==> config.mk <==
export PLATFORM = sky130hd
export DESIGN_NAME = can_fault_irq
export DESIGN_NICKNAME = d
export VERILOG_FILES = /design/src/rtl/canf_pkg.sv /design/src/rtl/canf_errcnt.sv /design/src/rtl/canf_stat_irq.sv /design/src/rtl/can_fault_irq.sv
export SDC_FILE = /design/constraint.sdc
export NUM_CORES = 1
export LEC_CHECK = 0
export BUFFER_PORTS_ARGS = -buffer_cell sky130_fd_sc_hd__buf_2
export CORE_MARGIN = 2
export CORE_UTILIZATION = 54
export DETAILED_ROUTE_END_ITERATION = 10
export PLACE_DENSITY = 0.87
export SYNTH_ARGS = -nofsm -noshare
export SYNTH_HDL_FRONTEND = slang
export SYNTH_HIERARCHICAL = 1
export SYNTH_SLANG_ARGS = --single-unit
==> constraint.sdc <==
create_clock -name clk -period 4.44 [get_ports clk]
set_input_delay 0.222 -clock clk [delete_from_list [all_inputs] [get_ports clk]]
set_output_delay 0.222 -clock clk [all_outputs]
set_load 0.01 [all_outputs]
==> src/rtl/canf_pkg.sv <==
// Package: shared types and bit positions for the CAN fault-confinement unit.
// Assumes a 32-bit CPU word.
package canf_pkg;
    typedef struct packed {
        logic boff;
        logic warn;
        logic pass;
    } fc_flags_t;

    localparam int WORD_W   = 32;
    localparam int LOW_W    = 5;   // rx_ok, tx_ok, lec[2:0]
    localparam int LEC_W    = 3;
    localparam int RXOK_BIT = 4;
    localparam int TXOK_BIT = 3;
endpackage

==> src/rtl/canf_errcnt.sv <==
// Module: transmit and receive error counters with fault-confinement flags.
// Assumes single-cycle strobes from the protocol engine. The receive counter
// keeps one extra bit internally so that counts of 128 and above can be seen.
module canf_errcnt
    import canf_pkg::*;
#(
    parameter int TEC_W    = 8,
    parameter int REC_W    = 7,
    parameter int WARN_LIM = 96,
    parameter int PASS_LIM = 128,
    parameter int TX_STEP  = 8
) (
    input  logic             clk,
    input  logic             rst_n,
    input  logic             tx_err,
    input  logic             rx_err,
    input  logic             tx_ok,
    input  logic             rx_ok,
    input  logic             recover,
    output logic [TEC_W-1:0] tec,
    output logic [REC_W:0]   rec_raw,
    output fc_flags_t        flags,
    output logic             rx_pass
);
    localparam logic [TEC_W-1:0] TEC_MAX  = {TEC_W{1'b1}};
    localparam logic [TEC_W:0]   TEC_MAXW = {1'b0, TEC_MAX};
    localparam logic [REC_W:0]   REC_SAT  = {(REC_W+1){1'b1}};
    localparam logic [TEC_W-1:0] TEC_WARN = TEC_W'(WARN_LIM);
    localparam logic [TEC_W-1:0] TEC_PASS = TEC_W'(PASS_LIM);
    localparam logic [REC_W:0]   REC_WARN = (REC_W+1)'(WARN_LIM);
    localparam logic [REC_W:0]   REC_PASS = (REC_W+1)'(PASS_LIM);
    localparam logic [TEC_W-1:0] TEC_STEP = TEC_W'(TX_STEP);

    logic [TEC_W-1:0] tec_q;
    logic [REC_W:0]   rec_q;
    logic             boff_q;
    logic [TEC_W:0]   tec_sum;

    // Candidate transmit count after one error, one bit wider to catch overflow.
    always_comb tec_sum = {1'b0, tec_q} + {1'b0, TEC_STEP};

    // Counter and bus-off state update.
    always_ff @(posedge clk) begin
        if (!rst_n) begin
            tec_q  <= '0;
            rec_q  <= '0;
            boff_q <= 1'b0;
        end else if (boff_q) begin
            if (recover) begin
                tec_q  <= '0;
                rec_q  <= '0;
                boff_q <= 1'b0;
            end
        end else begin
            if (tx_err) begin
                if (tec_sum > TEC_MAXW) begin
                    tec_q  <= TEC_MAX;
                    boff_q <= 1'b1;
                end else begin
                    tec_q <= tec_sum[TEC_W-1:0];
                end
            end else if (tx_ok && tec_q != '0) begin
                tec_q <= tec_q - 1'b1;
            end
            if (rx_err) begin
                if (rec_q != REC_SAT) rec_q <= rec_q + 1'b1;
            end else if (rx_ok && rec_q != '0) begin
                rec_q <= rec_q - 1'b1;
            end
        end
    end

    // Flag derivation from the current counts.
    always_comb begin
        flags.warn = (tec_q >= TEC_WARN) || (rec_q >= REC_WARN);
        flags.pass = (tec_q >= TEC_PASS) || (rec_q >= REC_PASS);
        flags.boff = boff_q;
        rx_pass    = (rec_q >= REC_PASS);
        tec        = tec_q;
        rec_raw    = rec_q;
    end


    tx_step_chk: assert property (@(posedge clk) disable iff (!rst_n)
        (!boff_q && tx_err && tec_sum <= TEC_MAXW) |=> (tec_q == $past(tec_q) + TEC_STEP));


    no_underflow_chk: assert property (@(posedge clk) disable iff (!rst_n)
        (tec_q == '0 && rec_q == '0 && !tx_err && !rx_err) |=> (tec_q == '0 && rec_q == '0));


    boff_freeze_chk: assert property (@(posedge clk) disable iff (!rst_n)
        (boff_q && !recover) |=> (boff_q && $stable(tec_q) && $stable(rec_q)));


    recover_clear_chk: assert property (@(posedge clk) disable iff (!rst_n)
        (boff_q && recover) |=> (!boff_q && tec_q == '0 && rec_q == '0));
endmodule

==> src/rtl/canf_stat_irq.sv <==
// Module: low status field (receive-OK, transmit-OK, last error code) and
// status interrupt pending logic.
// Assumes the fault flags come from registers, so a one-cycle delayed copy
// is enough to detect a change.
module canf_stat_irq
    import canf_pkg::*;
(
    input  logic             clk,
    input  logic             rst_n,
    input  fc_flags_t        flags,
    input  logic             rx_ok,
    input  logic             tx_ok,
    input  logic             lec_vld,
    input  logic [LEC_W-1:0] lec,
    input  logic             err_ie,
    input  logic             stat_ie,
    input  logic             cpu_rd,
    input  logic             cpu_wr,
    input  logic [LOW_W-1:0] cpu_wdata,
    output logic [LOW_W-1:0] low_bits,
    output logic             irq
);
    logic             rxok_q, txok_q;
    logic [LEC_W-1:0] lec_q;
    logic             warn_q, boff_q, pend_q;
    logic             err_ev, st_ev;

    // Low status field: an engine update wins over a CPU write.
    always_ff @(posedge clk) begin
        if (!rst_n) begin
            rxok_q <= 1'b0;
            txok_q <= 1'b0;
            lec_q  <= '0;
        end else begin
            if (rx_ok)       rxok_q <= 1'b1;
            else if (cpu_wr) rxok_q <= cpu_wdata[RXOK_BIT];
            if (tx_ok)       txok_q <= 1'b1;
            else if (cpu_wr) txok_q <= cpu_wdata[TXOK_BIT];
            if (lec_vld)     lec_q  <= lec;
            else if (cpu_wr) lec_q  <= cpu_wdata[LEC_W-1:0];
        end
    end

    // Delayed copies of the warning and bus-off flags for change detection.
    always_ff @(posedge clk) begin
        if (!rst_n) begin
            warn_q <= 1'b0;
            boff_q <= 1'b0;
        end else begin
            warn_q <= flags.warn;
            boff_q <= flags.boff;
        end
    end

    // Interrupt events (the error-passive flag takes no part).
    always_comb begin
        err_ev = err_ie  && ((flags.warn != warn_q) || (flags.boff != boff_q));
        st_ev  = stat_ie && (rx_ok || tx_ok || lec_vld);
    end

    // Pending flag: a new event wins over a clearing read.
    always_ff @(posedge clk) begin
        if (!rst_n)                pend_q <= 1'b0;
        else if (err_ev || st_ev) pend_q <= 1'b1;
        else if (cpu_rd)          pend_q <= 1'b0;
    end

    always_comb begin
        low_bits = {rxok_q, txok_q, lec_q};
        irq      = pend_q;
    end


    err_raise_chk: assert property (@(posedge clk) disable iff (!rst_n)
        (err_ie && flags.warn != warn_q) |=> pend_q);


    stat_raise_chk: assert property (@(posedge clk) disable iff (!rst_n)
        (stat_ie && rx_ok) |=> (pend_q && rxok_q));


    irq_source_chk: assert property (@(posedge clk) disable iff (!rst_n)
        $rose(pend_q) |-> $past(err_ev || st_ev));


    rd_clear_chk: assert property (@(posedge clk) disable iff (!rst_n)
        (cpu_rd && !err_ev && !st_ev) |=> !pend_q);
endmodule

==> src/rtl/can_fault_irq.sv <==
// Module: top of the CAN fault-confinement status and interrupt unit.
// It assembles the CPU-visible status and counter words.
// Assumes the counter widths plus the passive flag fit in 32 bits.
module can_fault_irq
    import canf_pkg::*;
#(
    parameter int TEC_W    = 8,
    parameter int REC_W    = 7,
    parameter int WARN_LIM = 96,
    parameter int PASS_LIM = 128,
    parameter int TX_STEP  = 8
) (
    input  logic              clk,
    input  logic              rst_n,
    input  logic              ev_tx_err,
    input  logic              ev_rx_err,
    input  logic              ev_tx_ok,
    input  logic              ev_rx_ok,
    input  logic              ev_lec_vld,
    input  logic [2:0]        ev_lec,
    input  logic              recover_req,
    input  logic              err_ie,
    input  logic              stat_ie,
    input  logic              cpu_rd_stat,
    input  logic              cpu_wr_stat,
    input  logic [4:0]        cpu_wdata,
    output logic [31:0]       stat_word,
    output logic [31:0]       cnt_word
    ,output logic             irq
);
    localparam int CNT_PAD  = WORD_W - TEC_W - REC_W - 1;
    localparam int STAT_PAD = WORD_W - LOW_W - 3;

    logic [TEC_W-1:0] tec;
    logic [REC_W:0]   rec_raw;
    logic [REC_W-1:0] rec_field;
    logic             rx_pass;
    fc_flags_t        flags;
    logic [LOW_W-1:0] low_bits;

    canf_errcnt #(
        .TEC_W(TEC_W), .REC_W(REC_W), .WARN_LIM(WARN_LIM),
        .PASS_LIM(PASS_LIM), .TX_STEP(TX_STEP)
    ) u_cnt (
        .clk(clk), .rst_n(rst_n),
        .tx_err(ev_tx_err), .rx_err(ev_rx_err),
        .tx_ok(ev_tx_ok), .rx_ok(ev_rx_ok),
        .recover(recover_req),
        .tec(tec), .rec_raw(rec_raw), .flags(flags), .rx_pass(rx_pass)
    );

    canf_stat_irq u_stat (
        .clk(clk), .rst_n(rst_n), .flags(flags),
        .rx_ok(ev_rx_ok), .tx_ok(ev_tx_ok),
        .lec_vld(ev_lec_vld), .lec(ev_lec),
        .err_ie(err_ie), .stat_ie(stat_ie),
        .cpu_rd(cpu_rd_stat), .cpu_wr(cpu_wr_stat), .cpu_wdata(cpu_wdata),
        .low_bits(low_bits), .irq(irq)
    );

    // Receive read-back: saturate at the field maximum once the count is passive.
    always_comb rec_field = rx_pass ? {REC_W{1'b1}} : rec_raw[REC_W-1:0];

    // CPU word assembly.
    always_comb begin
        stat_word = {{STAT_PAD{1'b0}}, flags.boff, flags.warn, flags.pass, low_bits};
        cnt_word  = {{CNT_PAD{1'b0}}, rx_pass, rec_field, tec};
    end


    rec_readback_chk: assert property (@(posedge clk) disable iff (!rst_n)
        (ev_rx_err && !flags.boff && rec_raw == (REC_W+1)'(PASS_LIM - 1)) |=> (cnt_word[TEC_W+REC_W] && flags.pass));
endmodule

## Yosys cells after proc, flatten, opt, wreduce, memory -nomap -nowiden

Index checks and enable logic that the tools add are counted.
W data, S select, Z words.

- Output and inout port bits: 65
- Flip-flop bits (word level): 25

- Mux-type cells: 22
- $lt $le $gt $ge: 5
- Add/sub/neg operators: 4
- Eq/ne operators: 5
- Reduce and logical (&&, ||, !) cells: 20

Operator list:

| cell | number |
|---|---|
| $mux W8 | 9 |
| $ge A8 B7 Y1 const B | 2 |
| $ge A8 B8 Y1 const B | 2 |
| $reduce_bool A8 Y1 | 2 |
| $sub A8 B1 Y8 const B | 2 |
| $mux W1 | 10 |
| $add A8 B4 Y9 const B | 1 |
| $gt A9 B8 Y1 const B | 1 |
| $add A8 B1 Y8 const B | 1 |
| $ne A8 B8 Y1 const B | 1 |
| $reduce_bool A2 Y1 | 4 |
| $mux W7 | 1 |
| $logic_or A1 B1 Y1 | 6 |
| $mux W3 | 2 |
| $reduce_bool A3 Y1 | 2 |
| $logic_and A1 B1 Y1 | 4 |
| $ne A3 B1 Y1 const B | 1 |
| $reduce_and A3 Y1 | 1 |
| $ne A1 B1 Y1 | 2 |
| $ne A2 B2 Y1 const B | 1 |
| $reduce_and A2 Y1 | 1 |

## Longest topological paths before layout

- Depth in word-level cells: 7
- Depth in mapped cells: 8
- Gate-level depth less buffers: 7

## Modules after synthesis

Netlist, hierarchy kept.

Modules (own cells, without submodules):

| module | area an instance (µm²) | cells each | instances |
|---|---|---|---|
| canf_errcnt | 1557.7 | 197 | 1 |
| can_fault_irq | 355.3 | 49 | 1 |
| canf_stat_irq | 344.1 | 34 | 1 |

## Least setup slack after synthesis

No wires, ideal clock.

- Path type: flip-flop to flip-flop
- From: register u_cnt.tec_q[4], in the netlist u_cnt/tec[4]
- To: register u_cnt.tec_q[3], in the netlist u_cnt/tec[3]
- Arrival: 1942 ps
- Setup slack: 2374 ps
- Data required time: 4316 ps
- Stages on the path, launching flop included: 9
- Period minus slack after synthesis: 2066 ps
- Cells stage by stage: dfxtp_1 -> buf_2 -> inv_1 -> ha_1 -> and3b_2 -> nor4_1 -> nor4_1 -> a21oi_1 -> o311a_2

- Cells in the longest elaborated chain, start to end: 5
- Elaborated cells on any way between the ends: 9
- Those cells by class: add/sub (1); order compare (1); mux (3); reduce/logical (4)

RTL lines:

| what | RTL line | source |
|---|---|---|
| start: declaration | canf_errcnt.sv:34 | `logic [TEC_W-1:0] tec_q;` |
| start signal: assignment | canf_errcnt.sv:60 | `tec_q <= tec_sum[TEC_W-1:0];` |
| start signal: assignment | canf_errcnt.sv:63 | `tec_q <= tec_q - 1'b1;` |
| $add A8 B4 Y9 | canf_errcnt.sv:40 | `always_comb tec_sum = {1'b0, tec_q} + {1'b0, TEC_STEP};` |
| $gt A9 B8 Y1 | canf_errcnt.sv:56 | `if (tec_sum > TEC_MAXW) begin` |
| $mux W8 | canf_errcnt.sv:56 |  |
| $mux W8 | canf_errcnt.sv:55 | `if (tx_err) begin` |
| $mux W8 | canf_errcnt.sv:48 | `end else if (boff_q) begin` |

Parallel ways exist; a longest one is shown, timed or not.
A chain may end at the register's enable or synchronous reset.

## Final worst setup path

- From: register u_cnt.tec_q[3], in the netlist u_cnt/tec[3]
- To: register u_cnt.tec_q[3], in the netlist u_cnt/tec[3]

The elaborated chain is that of the path after synthesis.

==> results.ini <==
[critical_path]
critical_path.top_delay_family = simple AND/OR/NAND/NOR gates
crit_end = u_cnt/tec[3]
crit_buf_inv = 1
crit_top_cell = nor4_1
rr_startpoint = u_cnt/tec[3]
required_ns = 4.61
startpoint_type = register
reg2reg_slack_ns = 2.01
crit_arrival_ns = 2.61
path_cells = inv_1, ha_1, and3b_2, nor4_1, nor4_1, a21oi_1, o311a_2
startpoint = u_cnt/tec[3]
reg2reg_depth = 7
crit_cells = 7
r2r_end = u_cnt/tec[3]
cpPeakStageDelay_ns = 0.59
crit_type = reg -> reg
critPathSlowestCell = nor4_1
path_max_fanout = 11
cp-end-kind = register

[logic_synthesis]
yosys.area.top_type_share_pct = 22.2
synth_edf_count = 0
synth-async-reset-ratio_pct = 0
synth.distinct_cells = 58
ys_ff_latch = 25
synthCells = 280
yosys_warnings = 6
synth_seq_area_share_pct = 22.2
yosys.cell_count.top_type = buf_4
synth_area_leaders = dfxtp_1 22%, buf_4 15%, ha_1 6.7%
synthTopCellsByCount = 45 x buf_4, 25 x dfxtp_1, 18 x nor2_1
synth_flop_cell = dfxtp_1
synth.avg_cell_area_um2 = 8.06
synth_top_area_cell = dfxtp_1
syn-cell-area_mm2 = 0.00226

[pwr]
clkPwrFrac_pct = 15.4
p_sw_share_pct = 41.2
ir_drop_uv = 138
combPwrFrac_pct = 48.0
p_leak_uw = 0.00115
p_int_uw = 528
seq_power_share_pct = 36.5
p_per_area_mw_per_mm2 = 386
p_switching_uw = 370

[detailed_routing]
wire_per_inst_um = 13.4
drt_iter0_markers = 202
first_pass_iters = 5
drtAntennaViolNets = 0
routed_via_density = 5.62
wirelength_um = 4840
vias = 2024
drc = 0

[sta]
rsz0062_at_grt = false
setup_violations = 0
finalClockSkew_ns = 0.0151
layout_setup_ws_ns = 2.01
tightest_slew_ns = 0.830
fin_setup_tns_ns = 0
fin_crit_ns = 2.43
timing.fmax_ghz = 0.411
holdWs_ns = 0.177
finalMaxSlewViolations = 0
final-hold-violation-count = 0
slew_headroom_pct = 44.3
fin_crit_sh_pct = 54.8

[worst_hold_path]
holdCritStartpoint = ev_lec[1]
min_path_type = in -> reg

[placement]
hpwl_um = 3580
place_area_mm2 = 0.00228
portBuffers = 44
gp_congestion = 0.943
place_ws_ns = 2.08

[clocking]
cts_buffers = 3
clk_pin_slew_worst_paths_ns = 0.10
ctsHtreeMaxLevel = 1
cts_setup_buffers = 0
clockBufferDepth = 2
ctsResizeCount = 0
cts_num_sinks = 25
cts_tree = done
postCtsHoldBufs = 0
clock_latency_ns = 0.28
root_buffer = clkbuf_8

[global_routing]
grt_util_met3_pct = 3.25
grt_overflow = 0
antenna_found_initial = 0
grt_usage_pct = 20.4
met1_usage_pct = 26.6
grtUsageMet2_pct = 33.8
busiest_layer = met2
grt_max_degree = 25
grt_pass1_wl_um = 7540
grt_pass1_vias = 1704

[cells_and_area]
final_nets = 344
diodes = 0
final_cell_area_mm2 = 0.00233
drive_gt1_share_pct = 19.7
syn_to_final_growth_pct = 3.05

[floorplan]
core-area_mm2 = 0.00400
die_w_um = 68.7
dieHeight_um = 68.7
io_pins = 85
dieArea_mm2 = 0.00471
start_util_pct = 56.4
rows = 23

[run]
drv_cap = 0

[status]
status = finished, final reports clean

[worst min path at each step]
stage	slack, ns	end	cells after the start
finish	0.18	u_stat/lec_q[1]	3
global route	0.20	u_stat/txok_q	3
CTS	0.18	u_stat/lec_q[1]	3
detailed placement	0.47	u_stat/lec_q[1]	3
global placement	0.46	u_stat/lec_q[0]	3
floorplan	0.34	u_stat/rxok_q	2
[logic make-up (layout without fill, tap and decap cells)]
logic type,after synthesis,after routing,synth area share [%]
simple gates,91,91,22.9
buf+inv,72,63,20.5
compound gates,63,63,20.1
flops,25,25,22.2
fa+ha+maj,13,13,7.54
mux,9,9,4.38
xor+xnor,6,6,2.33
other cells,1,40,0.166
[sequential cells by signal, summed over array words and instances, names as in the netlist]
signal,flops
u_stat/txok_q,1
u_cnt/tec,8
u_cnt/rec_raw,8
u_cnt/boff_q,1
u_stat/irq,1
u_stat/lec_q,3
u_stat/warn_q,1
u_stat/boff_q,1
u_stat/rxok_q,1
[cell usage in the layout, fill, tap and decap left out, types with 5 or more instances in the layout]
cell type	count
nor3_1	7
a21boi_0	5
or2_1	7
o21a_1	8
inv_1	15
nor2_1	18
and3_1	8
dfxtp_1	25
a21oi_1	9
nor4_1	6
conb_1	40
nor2b_1	6
mux2i_1	5
o21ai_0	9
ha_1	12
nand3_1	8
buf_2	44
nand2_1	9
[worst min-delay path: cells and delay by family]
kind / cells / cell delay, ns
buf+inv: 1 / 0.07
mux: 1 / 0.06
simple gates: 1 / 0.07
[metal layers]
layer	part of all wire [%]	up-vias
met5	0	-
met3	9.8	10
li1	-	968
met2	47	122
met1	42	924
met4	1.2	0
[power by group through the flow]
| stage | clock [µW] | sequential [µW] | combinational (µW) |
|---|---|---|---|
| floorplan | 0 | 302 | 374 |
| global placement | 0 | 329 | 413 |
| detailed placement | 0 | 331 | 426 |
| CTS | 141 | 327 | 428 |
| global route | 145 | 336 | 482 |
| finish | 139 | 328 | 432 |
[final cells by class]
type | instances | area [µm²]
Timing Repair Buffer | 44 | 220
Multi-Input combinational cell | 222 | 1440
Tap cell | 50 | 62.6
Inverter | 15 | 56.3
Sequential cell | 25 | 500
Clock buffer | 4 | 45.0
Fill cell | 381 | 1670
[through the flow]
| step | total power, µW | cells | util (%) |
|---|---|---|---|
| after floorplan | 676 | 319 | - |
| after CTS | 895 | 360 | 58.1 |
| after global placement | 742 | 356 | 57.0 |
| final | 898 | 360 | 58.1 |
| after detailed placement | 757 | 356 | 57.0 |
| after global routing | 963 | 360 | 58.1 |
No activity file was read; power rests on OpenSTA's default activity.
